File: src/rtl/pmc_pkg.sv
package pmc_pkg;

    typedef enum logic [1:0] {
        PM_RUN      = 2'd0,
        PM_WAIT     = 2'd1,
        PM_DEEP     = 2'd2,
        PM_WAKE_RST = 2'd3
    } pm_state_e;

    typedef struct packed {
        logic cpu_clk_en;
        logic periph_clk_en;
        logic periph_rst;
    } pm_gates_t;

endpackage

File: src/rtl/pmc_fsm.sv
module pmc_fsm
    import pmc_pkg::*;
(
    input  logic      clk,
    input  logic      rst_n,
    input  logic      halt_req,
    input  logic      sleep_wr,
    input  logic      sleep_en,
    input  logic      irq_pending,
    input  logic      ext_rst_req,
    input  logic      ext_rst_inhibit,
    input  logic      scr_wake,
    output pm_state_e state_q,
    output pm_state_e state_d,
    output pm_gates_t gates
);

    logic pin_rst_awake;

    assign pin_rst_awake = ext_rst_req & ~ext_rst_inhibit;

    always_ff @(posedge clk or negedge rst_n) begin
        if (!rst_n) state_q <= PM_RUN;
        else        state_q <= state_d;
    end

    always_comb begin
        state_d = state_q;
        unique case (state_q)
            PM_RUN: begin
                if (pin_rst_awake)          state_d = PM_WAKE_RST;
                else if (sleep_wr && sleep_en) state_d = PM_DEEP;
                else if (halt_req)          state_d = PM_WAIT;
            end
            PM_WAIT: begin
                if (pin_rst_awake)          state_d = PM_WAKE_RST;
                else if (irq_pending)       state_d = PM_RUN;
            end
            PM_DEEP: begin
                if (ext_rst_req || scr_wake) state_d = PM_WAKE_RST;
            end
            PM_WAKE_RST: state_d = PM_RUN;
            default:     state_d = PM_RUN;
        endcase
    end

    always_comb begin
        gates = '{cpu_clk_en: 1'b1, periph_clk_en: 1'b1, periph_rst: 1'b0};
        unique case (state_q)
            PM_RUN:      gates = '{cpu_clk_en: 1'b1, periph_clk_en: 1'b1, periph_rst: 1'b0};
            PM_WAIT:     gates = '{cpu_clk_en: 1'b0, periph_clk_en: 1'b1, periph_rst: 1'b0};
            PM_DEEP:     gates = '{cpu_clk_en: 1'b0, periph_clk_en: 1'b0, periph_rst: 1'b1};
            PM_WAKE_RST: gates = '{cpu_clk_en: 1'b0, periph_clk_en: 1'b1, periph_rst: 1'b1};
            default:     gates = '{cpu_clk_en: 1'b1, periph_clk_en: 1'b1, periph_rst: 1'b0};
        endcase
    end

endmodule

File: src/rtl/pmc_ctl_regs.sv
module pmc_ctl_regs
    import pmc_pkg::*;
(
    input  logic      clk,
    input  logic      rst_n,
    input  pm_state_e state_q,
    input  pm_state_e state_d,
    input  logic      sleep_en_wr,
    input  logic      sleep_en_wdata,
    output logic      sleep_en,
    output logic      sleep_flag
);

    logic core_running;

    assign core_running = (state_q == PM_RUN);

    always_ff @(posedge clk or negedge rst_n) begin
        if (!rst_n) begin
            sleep_en   <= 1'b0;
            sleep_flag <= 1'b0;
        end else begin
            if (core_running && sleep_en_wr) sleep_en <= sleep_en_wdata;
            sleep_flag <= (state_d == PM_DEEP);
        end
    end

endmodule

File: src/rtl/pmc_sleep_ctr.sv
module pmc_sleep_ctr #(
    parameter int SEL_W      = 3,
    parameter int BASE_TICKS = 4
) (
    input  logic             clk,
    input  logic             rst_n,
    input  logic             in_sleep,
    input  logic             slow_tick,
    input  logic [SEL_W-1:0] scr_sel,
    input  logic             scr_inhibit,
    output logic             wake
);

    localparam int NSEL    = 1 << SEL_W;
    localparam int MAX_LIM = BASE_TICKS << (NSEL - 1);
    localparam int CW      = $clog2(MAX_LIM);

    logic [CW-1:0] cnt;
    logic [CW-1:0] last_val;
    logic [CW-1:0] lim_tbl [NSEL];

    for (genvar g = 0; g < NSEL; g++) begin : g_lim
        assign lim_tbl[g] = CW'((BASE_TICKS << g) - 1);
    end

    assign last_val = lim_tbl[scr_sel];

    always_ff @(posedge clk or negedge rst_n) begin
        if (!rst_n) begin
            cnt  <= '0;
            wake <= 1'b0;
        end else if (!in_sleep || scr_inhibit) begin
            cnt  <= '0;
            wake <= 1'b0;
        end else if (slow_tick) begin
            if (cnt >= last_val) begin
                cnt  <= '0;
                wake <= 1'b1;
            end else begin
                cnt  <= cnt + 1'b1;
                wake <= 1'b0;
            end
        end else begin
            wake <= 1'b0;
        end
    end

endmodule

File: src/rtl/pwr_mode_ctrl.sv
module pwr_mode_ctrl
    import pmc_pkg::*;
#(
    parameter int SEL_W      = 3,
    parameter int BASE_TICKS = 4
) (
    input  logic             clk,
    input  logic             rst_n,
    input  logic             halt_req,
    input  logic             sleep_wr,
    input  logic             sleep_en_wr,
    input  logic             sleep_en_wdata,
    input  logic             irq_pending,
    input  logic             ext_rst_req,
    input  logic             ext_rst_inhibit,
    input  logic             slow_tick,
    input  logic [SEL_W-1:0] scr_sel,
    input  logic             scr_inhibit,
    output logic [1:0]       mode,
    output logic             cpu_clk_en,
    output logic             periph_clk_en,
    output logic             periph_rst,
    output logic             sleep_en,
    output logic             sleep_flag,
    output logic             wake_rst
);

    pm_state_e state_q;
    pm_state_e state_d;
    pm_gates_t gates;

    pmc_fsm u_fsm (
        .clk             (clk),
        .rst_n           (rst_n),
        .halt_req        (halt_req),
        .sleep_wr        (sleep_wr),
        .sleep_en        (sleep_en),
        .irq_pending     (irq_pending),
        .ext_rst_req     (ext_rst_req),
        .ext_rst_inhibit (ext_rst_inhibit),
        .scr_wake        (wake_rst),
        .state_q         (state_q),
        .state_d         (state_d),
        .gates           (gates)
    );

    pmc_ctl_regs u_regs (
        .clk            (clk),
        .rst_n          (rst_n),
        .state_q        (state_q),
        .state_d        (state_d),
        .sleep_en_wr    (sleep_en_wr),
        .sleep_en_wdata (sleep_en_wdata),
        .sleep_en       (sleep_en),
        .sleep_flag     (sleep_flag)
    );

    pmc_sleep_ctr #(.SEL_W(SEL_W), .BASE_TICKS(BASE_TICKS)) u_scr (
        .clk         (clk),
        .rst_n       (rst_n),
        .in_sleep    (state_q == PM_DEEP),
        .slow_tick   (slow_tick),
        .scr_sel     (scr_sel),
        .scr_inhibit (scr_inhibit),
        .wake        (wake_rst)
    );

    assign mode          = state_q;
    assign cpu_clk_en    = gates.cpu_clk_en;
    assign periph_clk_en = gates.periph_clk_en;
    assign periph_rst    = gates.periph_rst;

endmodule

File: config.mk
export PLATFORM = sky130hd
export DESIGN_NAME = pwr_mode_ctrl
export DESIGN_NICKNAME = d
export VERILOG_FILES = /design/src/rtl/pmc_pkg.sv /design/src/rtl/pmc_fsm.sv /design/src/rtl/pmc_ctl_regs.sv /design/src/rtl/pmc_sleep_ctr.sv /design/src/rtl/pwr_mode_ctrl.sv
export SDC_FILE = /design/constraint.sdc
export NUM_CORES = 1
export LEC_CHECK = 0
export CAP_MARGIN = 5
export CORE_MARGIN = 2
export CORE_UTILIZATION = 44
export DETAILED_ROUTE_END_ITERATION = 7
export GPL_TIMING_DRIVEN = 0
export HOLD_SLACK_MARGIN = 0.06
export PLACE_DENSITY = 0.71
export SYNTH_ARGS = -nofsm -noshare
export SYNTH_HDL_FRONTEND = slang
export SYNTH_SLANG_ARGS = --single-unit
File: constraint.sdc
create_clock -name clk -period 1.9 [get_ports clk]
set_input_delay 0.285 -clock clk [delete_from_list [all_inputs] [get_ports clk]]
set_output_delay 0.285 -clock clk [all_outputs]
set_load 0.01 [all_outputs]
After elaboration in Yosys (flattened, before gate mapping)
Memory sizes are Yosys's and may differ from the RTL's.
Cells that the tools add are included.
- flip-flop bits (word level): 14
- ROM bits: 72
- input bits: 14
- output and inout port bits: 8
- memories: 1
- add/subtract/negate cells: 1
- $lt $le $gt $ge: 2
- eq/ne operators: 4
- muxes and demuxes: 16
- bitwise logic cells: 3
- reduce and logical (&&, ||, !) cells: 7
- memories (name ; depth ; width ; read ports ; clocked after memory_dff ; wr ports ; line ; text):
    (name not given) ; 8 ; 9 ; 1 ; 0 ; 0 ; pmc_sleep_ctr.sv:26 ; assign last_val = lim_tbl[scr_sel];
- operators by type and width (kind ; count):
    9-bit 2-to-1 mux ; 5
    2-bit 2-to-1 mux ; 6
    3-bit one-hot mux with 4 select lines ; 1
    9-bit by 1-bit adder with 9-bit output, second input constant ; 1
    9-bit greater-or-equal comparator ; 1
    2-bit one-hot mux with 4 select lines ; 1
    2-bit equality test, second input constant ; 3
    4-bit greater-or-equal comparator, second input constant ; 1
    3-bit NOT with 4-bit output ; 1
    1-bit 2-to-1 mux ; 3
    2-bit by 1-bit equality test with 1-bit output, second input constant ; 1
    1-bit logical AND ; 2
    2-bit logical NOT ; 1
    1-bit logical OR ; 2
    2-bit nonzero test ; 1
    1-bit bitwise AND ; 1
    1-bit logical NOT ; 1
    1-bit NOT ; 1

Logic depth before layout (Yosys ltp)
- depth after elaboration: 8
- gate-level depth with buffers: 8

Hierarchy
Synthesis repeated with hierarchy kept, for this count alone.
- cell total of the unflattened synthesis: 108
- area, all modules: 984.7 µm²
- by module, submodules not included (module ; instances ; cells each ; area an instance (µm²) ; sequential area each (µm²)):
    pmc_sleep_ctr ; 1 ; 87 ; 770.7 ; 250.2
    pmc_fsm ; 1 ; 15 ; 116.4 ; 50.0
    pmc_ctl_regs ; 1 ; 5 ; 83.8 ; 50.0
    pwr_mode_ctrl ; 1 ; 1 ; 13.8 ; 0.0

Worst setup path after synthesis
No wires, ideal clock.
- kind: flip-flop to flip-flop
- start point: reg u_scr.cnt[6]
- end point: reg u_scr.cnt[2]
- library setup time: 0.120 ns
- data arrival time: 1.613 ns
- required time: 1.780 ns
- slack: 0.167 ns
- cell stages (with the launch flop): 7
- path buffers: 0
- period minus slack after synthesis: 1.733 ns
- path through: dfrtp_1 ha_1 a21oi_1 o21ai_0 inv_1 a21oi_1 nor3_1
- word-level cells in the longest chain between the ends: 4
- ends and longest elaborated chain (element ; line ; text):
    start, declared ; pmc_sleep_ctr.sv:18 ; logic [CW-1:0] cnt;
    start signal, assigned ; pmc_sleep_ctr.sv:40 ; cnt <= cnt + 1'b1;
    9-bit greater-or-equal comparator ; pmc_sleep_ctr.sv:36 ; if (cnt >= last_val) begin
    9-bit 2-to-1 mux ; pmc_sleep_ctr.sv:36 ;
    9-bit 2-to-1 mux ; pmc_sleep_ctr.sv:35 ; end else if (slow_tick) begin
    9-bit 2-to-1 mux ; pmc_sleep_ctr.sv:32 ; end else if (!in_sleep || scr_inhibit) begin
No other way between the ends. The select of a mux whose other input is x is not followed.
A chain may end at the register's enable or synchronous reset.

Final worst setup path
- start point: in scr_sel[2]
- end point: reg u_scr.cnt[8]
- word-level cells in the longest chain between the ends: 8
- ends and longest elaborated chain (element ; line ; text):
    start, declared ; pwr_mode_ctrl.sv:17 ; input logic [SEL_W-1:0] scr_sel,
    3-bit NOT with 4-bit output (implied by the code) ; pmc_sleep_ctr.sv:26 ;
    memory 8 x 9 bit ; n/a ;
    9-bit 2-to-1 mux (implied by the code) (2 in a row) ; pmc_sleep_ctr.sv:26 ;
    9-bit greater-or-equal comparator ; pmc_sleep_ctr.sv:36 ;
    9-bit 2-to-1 mux ; pmc_sleep_ctr.sv:36 ;
    9-bit 2-to-1 mux ; pmc_sleep_ctr.sv:35 ;
    9-bit 2-to-1 mux ; pmc_sleep_ctr.sv:32 ;
No other way between the ends. The select of a mux whose other input is x is not followed.

==> flow_summary_export.csv <==
group,metric,value,unit
placement,dp_hpwl,1710,um
yosys,yosysUniqueCellTypes,36,
cells_and_area,utilization,0.611,
placement,dpl_cell_area,1230,sq um
grt,grt_max_degree,15,
yosys,synthesis.nets,127,
cells_and_area,final_nets,155,
cts,numClockSinks,14,
sta,fmax,556,MHz
power,ir_drop,0.456,mV
sta,hold_viol,0,
cts,root_buffer,"clkbuf_4",
routing,wirelength,2260,um
placement,portBuffers,21,
sta,drv_slew,0,
cts,cts.reportedPaths.clkPinSlew,90,ps
sta,post-route-period-util,0.947,
cts,cts_max_path_buffers,2,
setup_path,crit_buf_inv,2,
yosys,netlist.area_leader.share,0.355,
yosys,synth.area.top_cells,"dfrtp_1, ha_1, nand2_1, o311ai_2, a21oi_1",
die,die_y,51.3,um
cells_and_area,stdcell_area,1330,sq um
cts,clock_latency,270,ps
cells_and_area,multi_input_area,633,sq um
setup_path,crit_fanout,9,
power,powerDensity,770,nW/um^2
routing,drtIter0Drc,23,
cts,cts_buffers,3,
sta,slew_headroom,0.575,
routing,dr.pass1.iters,4,
setup_path,crit_path_end_kind,"flop",
routing,via_per_inst,5.63,
grt,antenna_found_initial,0,
routing,post-route-drc-count,0,
setup_path,path_cells,"dlygate4sd2_1 > nor2_1 > ha_4 > a21o_1 > a21oi_2 > a211o_1 > buf_6 > nand3_4 > o311ai_4",
cells_and_area,syn_to_final_growth,34.4,%
setup_path,cpPeakStageDelay,290,ps
cts,cts_tree,"yes",
yosys,synth-edff-count,0,
die,die_area,2640,sq um
yosys,synth_ff_type,"dfrtp_1",
yosys,avgSynthCellArea,9.39,sq um
grt,grt_overflow,0,
die,die_w,51.3,um
job,drv_cap,0,
yosys,synth-async-reset-ratio,1.00,
cells_and_area,fillers,194,
yosys,synth_warnings,0,
routing,ant_nets,0,
yosys,ys_seq_area_frac,0.355,
routing,wire_per_inst,14.2,um
sta,clock_skew,3.85,ps
yosys,synth-seq-cells,14,
setup_path,cp-start-kind,"primary input",
die,row_count,17,
power,p_leak,0.564,nW
grt,track_usage,0.184,
yosys,synth_area,986,sq um
cts,htree_levels,1,
setup_path,path_class,"in2reg",
routing,vias,901,
setup_path,cp_top_family,"compound AO/OA/AOI/OAI gates",
setup_path,crit_slowest_cell,"dlygate4sd2_1",
die,core_area,2170,sq um
yosys,synthCells,105,
setup_path,required,2080,ps
cells_and_area,diodes,0,
placement,gp_routability_congestion,0.783,
hold_path,min_path_type,"in2async",
grt,grt_pass1_vias,851,
status,outcome,"completed",
sta,setup_viol,0,
cells_and_area,drive_gt1_frac,0.182,
yosys,synth_top_cell_by_area,"dfrtp_1",
sta,period_needed,1800,ps
die,pin_count,22,
die,initial_core_util,0.454,
grt,grt_pass1_wl,3730,um
sta,worst_slew_pin_slew,635,ps
setup_path,crit_arrival,1980,ps
cells_and_area,seq_area,353,sq um
[layout make-up]
type / instances / share of cell area
Sequential cell: 14 / 0.266
Clock buffer: 4 / 0.0274
Multi-Input combinational cell: 85 / 0.478
Inverter: 3 / 0.00850
Timing Repair Buffer: 23 / 0.170
Tap cell: 28 / 0.0264
Buffer: 3 / 0.0236
[final timing paths]
kind	from	to	slack [ps]	depth (start not counted)
min reg2reg	u_scr.cnt[1]	u_scr.cnt[1]	550	2
min in group clk	u_scr.cnt[1]	u_scr.cnt[1]	550	2
max in group asynchronous	rst_n	u_scr.cnt[3]	1060	1
min	rst_n	u_regs.sleep_en	400	1
max reg2reg	u_scr.cnt[3]	u_scr.cnt[8]	130	7
max	scr_sel[2]	u_scr.cnt[8]	100	9
[layer usage]
metal	up-vias	track usage	wire length, um
li1	443	-	-
met1	421	0.232	969
met2	33	0.325	1130
met3	4	0.0234	123
met4	0	0.0570	38
met5	-	0	0
[cells in the final DEF, fill, tap and decap left out, types with 2 or more instances in the layout]
master	synthesis	final
nor2b_1	2	2
o22ai_1	2	2
a21oi_1	7	6
nand3_1	7	7
o211ai_1	3	3
dfrtp_2	0	2
inv_1	3	3
clkdlybuf4s50_1	0	18
a21o_1	2	2
nand2_1	16	16
nand2b_1	2	2
o311ai_4	0	2
nor2_1	4	4
clkbuf_4	0	3
dlygate4sd2_1	0	2
or2_2	2	2
dfrtp_1	14	12
o21ai_0	3	2
ha_1	8	7
buf_6	2	2
nand4_1	5	5
nor3_1	2	2
buf_4	0	2
[repair_timing]
item,CTS,global route
hold buffers,0,0
resized for setup,4,7
pin swaps,1,3
setup buffers,0,2
endpoints found under the setup margin,10,8
[Yosys cell counts, types with 2 or more instances]
cell and n:
buf_6 2, o211ai_1 3, o22ai_1 2, or2_2 2, nand2_1 16, o311ai_2 3, inv_1 3, ha_1 8
dfrtp_1 14, a21oi_1 7, nor3_1 2, nor2_1 4, nor2b_1 2, a21o_1 2, o21ai_0 3, nand2b_1 2
nand3_1 7, nand4_1 5
[flip-flops by register name, summed over array words and instances, names as in the netlist]
name and count:
u_fsm.state_q 2, u_regs.sleep_en 1, u_scr.wake 1, u_regs.sleep_flag 1, u_scr.cnt 9
[metrics by stage]
step | cells | setup slack [ps] | power (mW) | hold slack (ps) | TNS, ps
2_1_floorplan | 105 | 167 | 0.592 | -10.6 | 0
3_3_place_gp | 154 | -574 | 0.801 | 511 | -5400
3_5_place_dp | 154 | -640 | 0.814 | 527 | -6110
4_1_cts | 158 | 1.69 | 1.03 | 424 | 0
5_1_grt | 160 | -9.08 | 1.08 | 438 | -9.08
6_report | 160 | 101 | 1.02 | 396 | 0
[logic make-up after synthesis]
logic type / synth area share
and+or+nand+nor: 0.289
DFF: 0.355
adders and majority gates: 0.102
muxes: 0.0114
buffers and inverters: 0.0431
AOI/OAI and AO/OA: 0.199
[power by group]
part           total, mW  switching, mW  internal, mW  leakage [nW]
sequential         0.400         0.0574         0.343         0.185
clock              0.214         0.0975         0.116        0.0210
combinational      0.406          0.170         0.236         0.358
total               1.02          0.325         0.695         0.564
No activity file was read; power rests on OpenSTA's default activity.
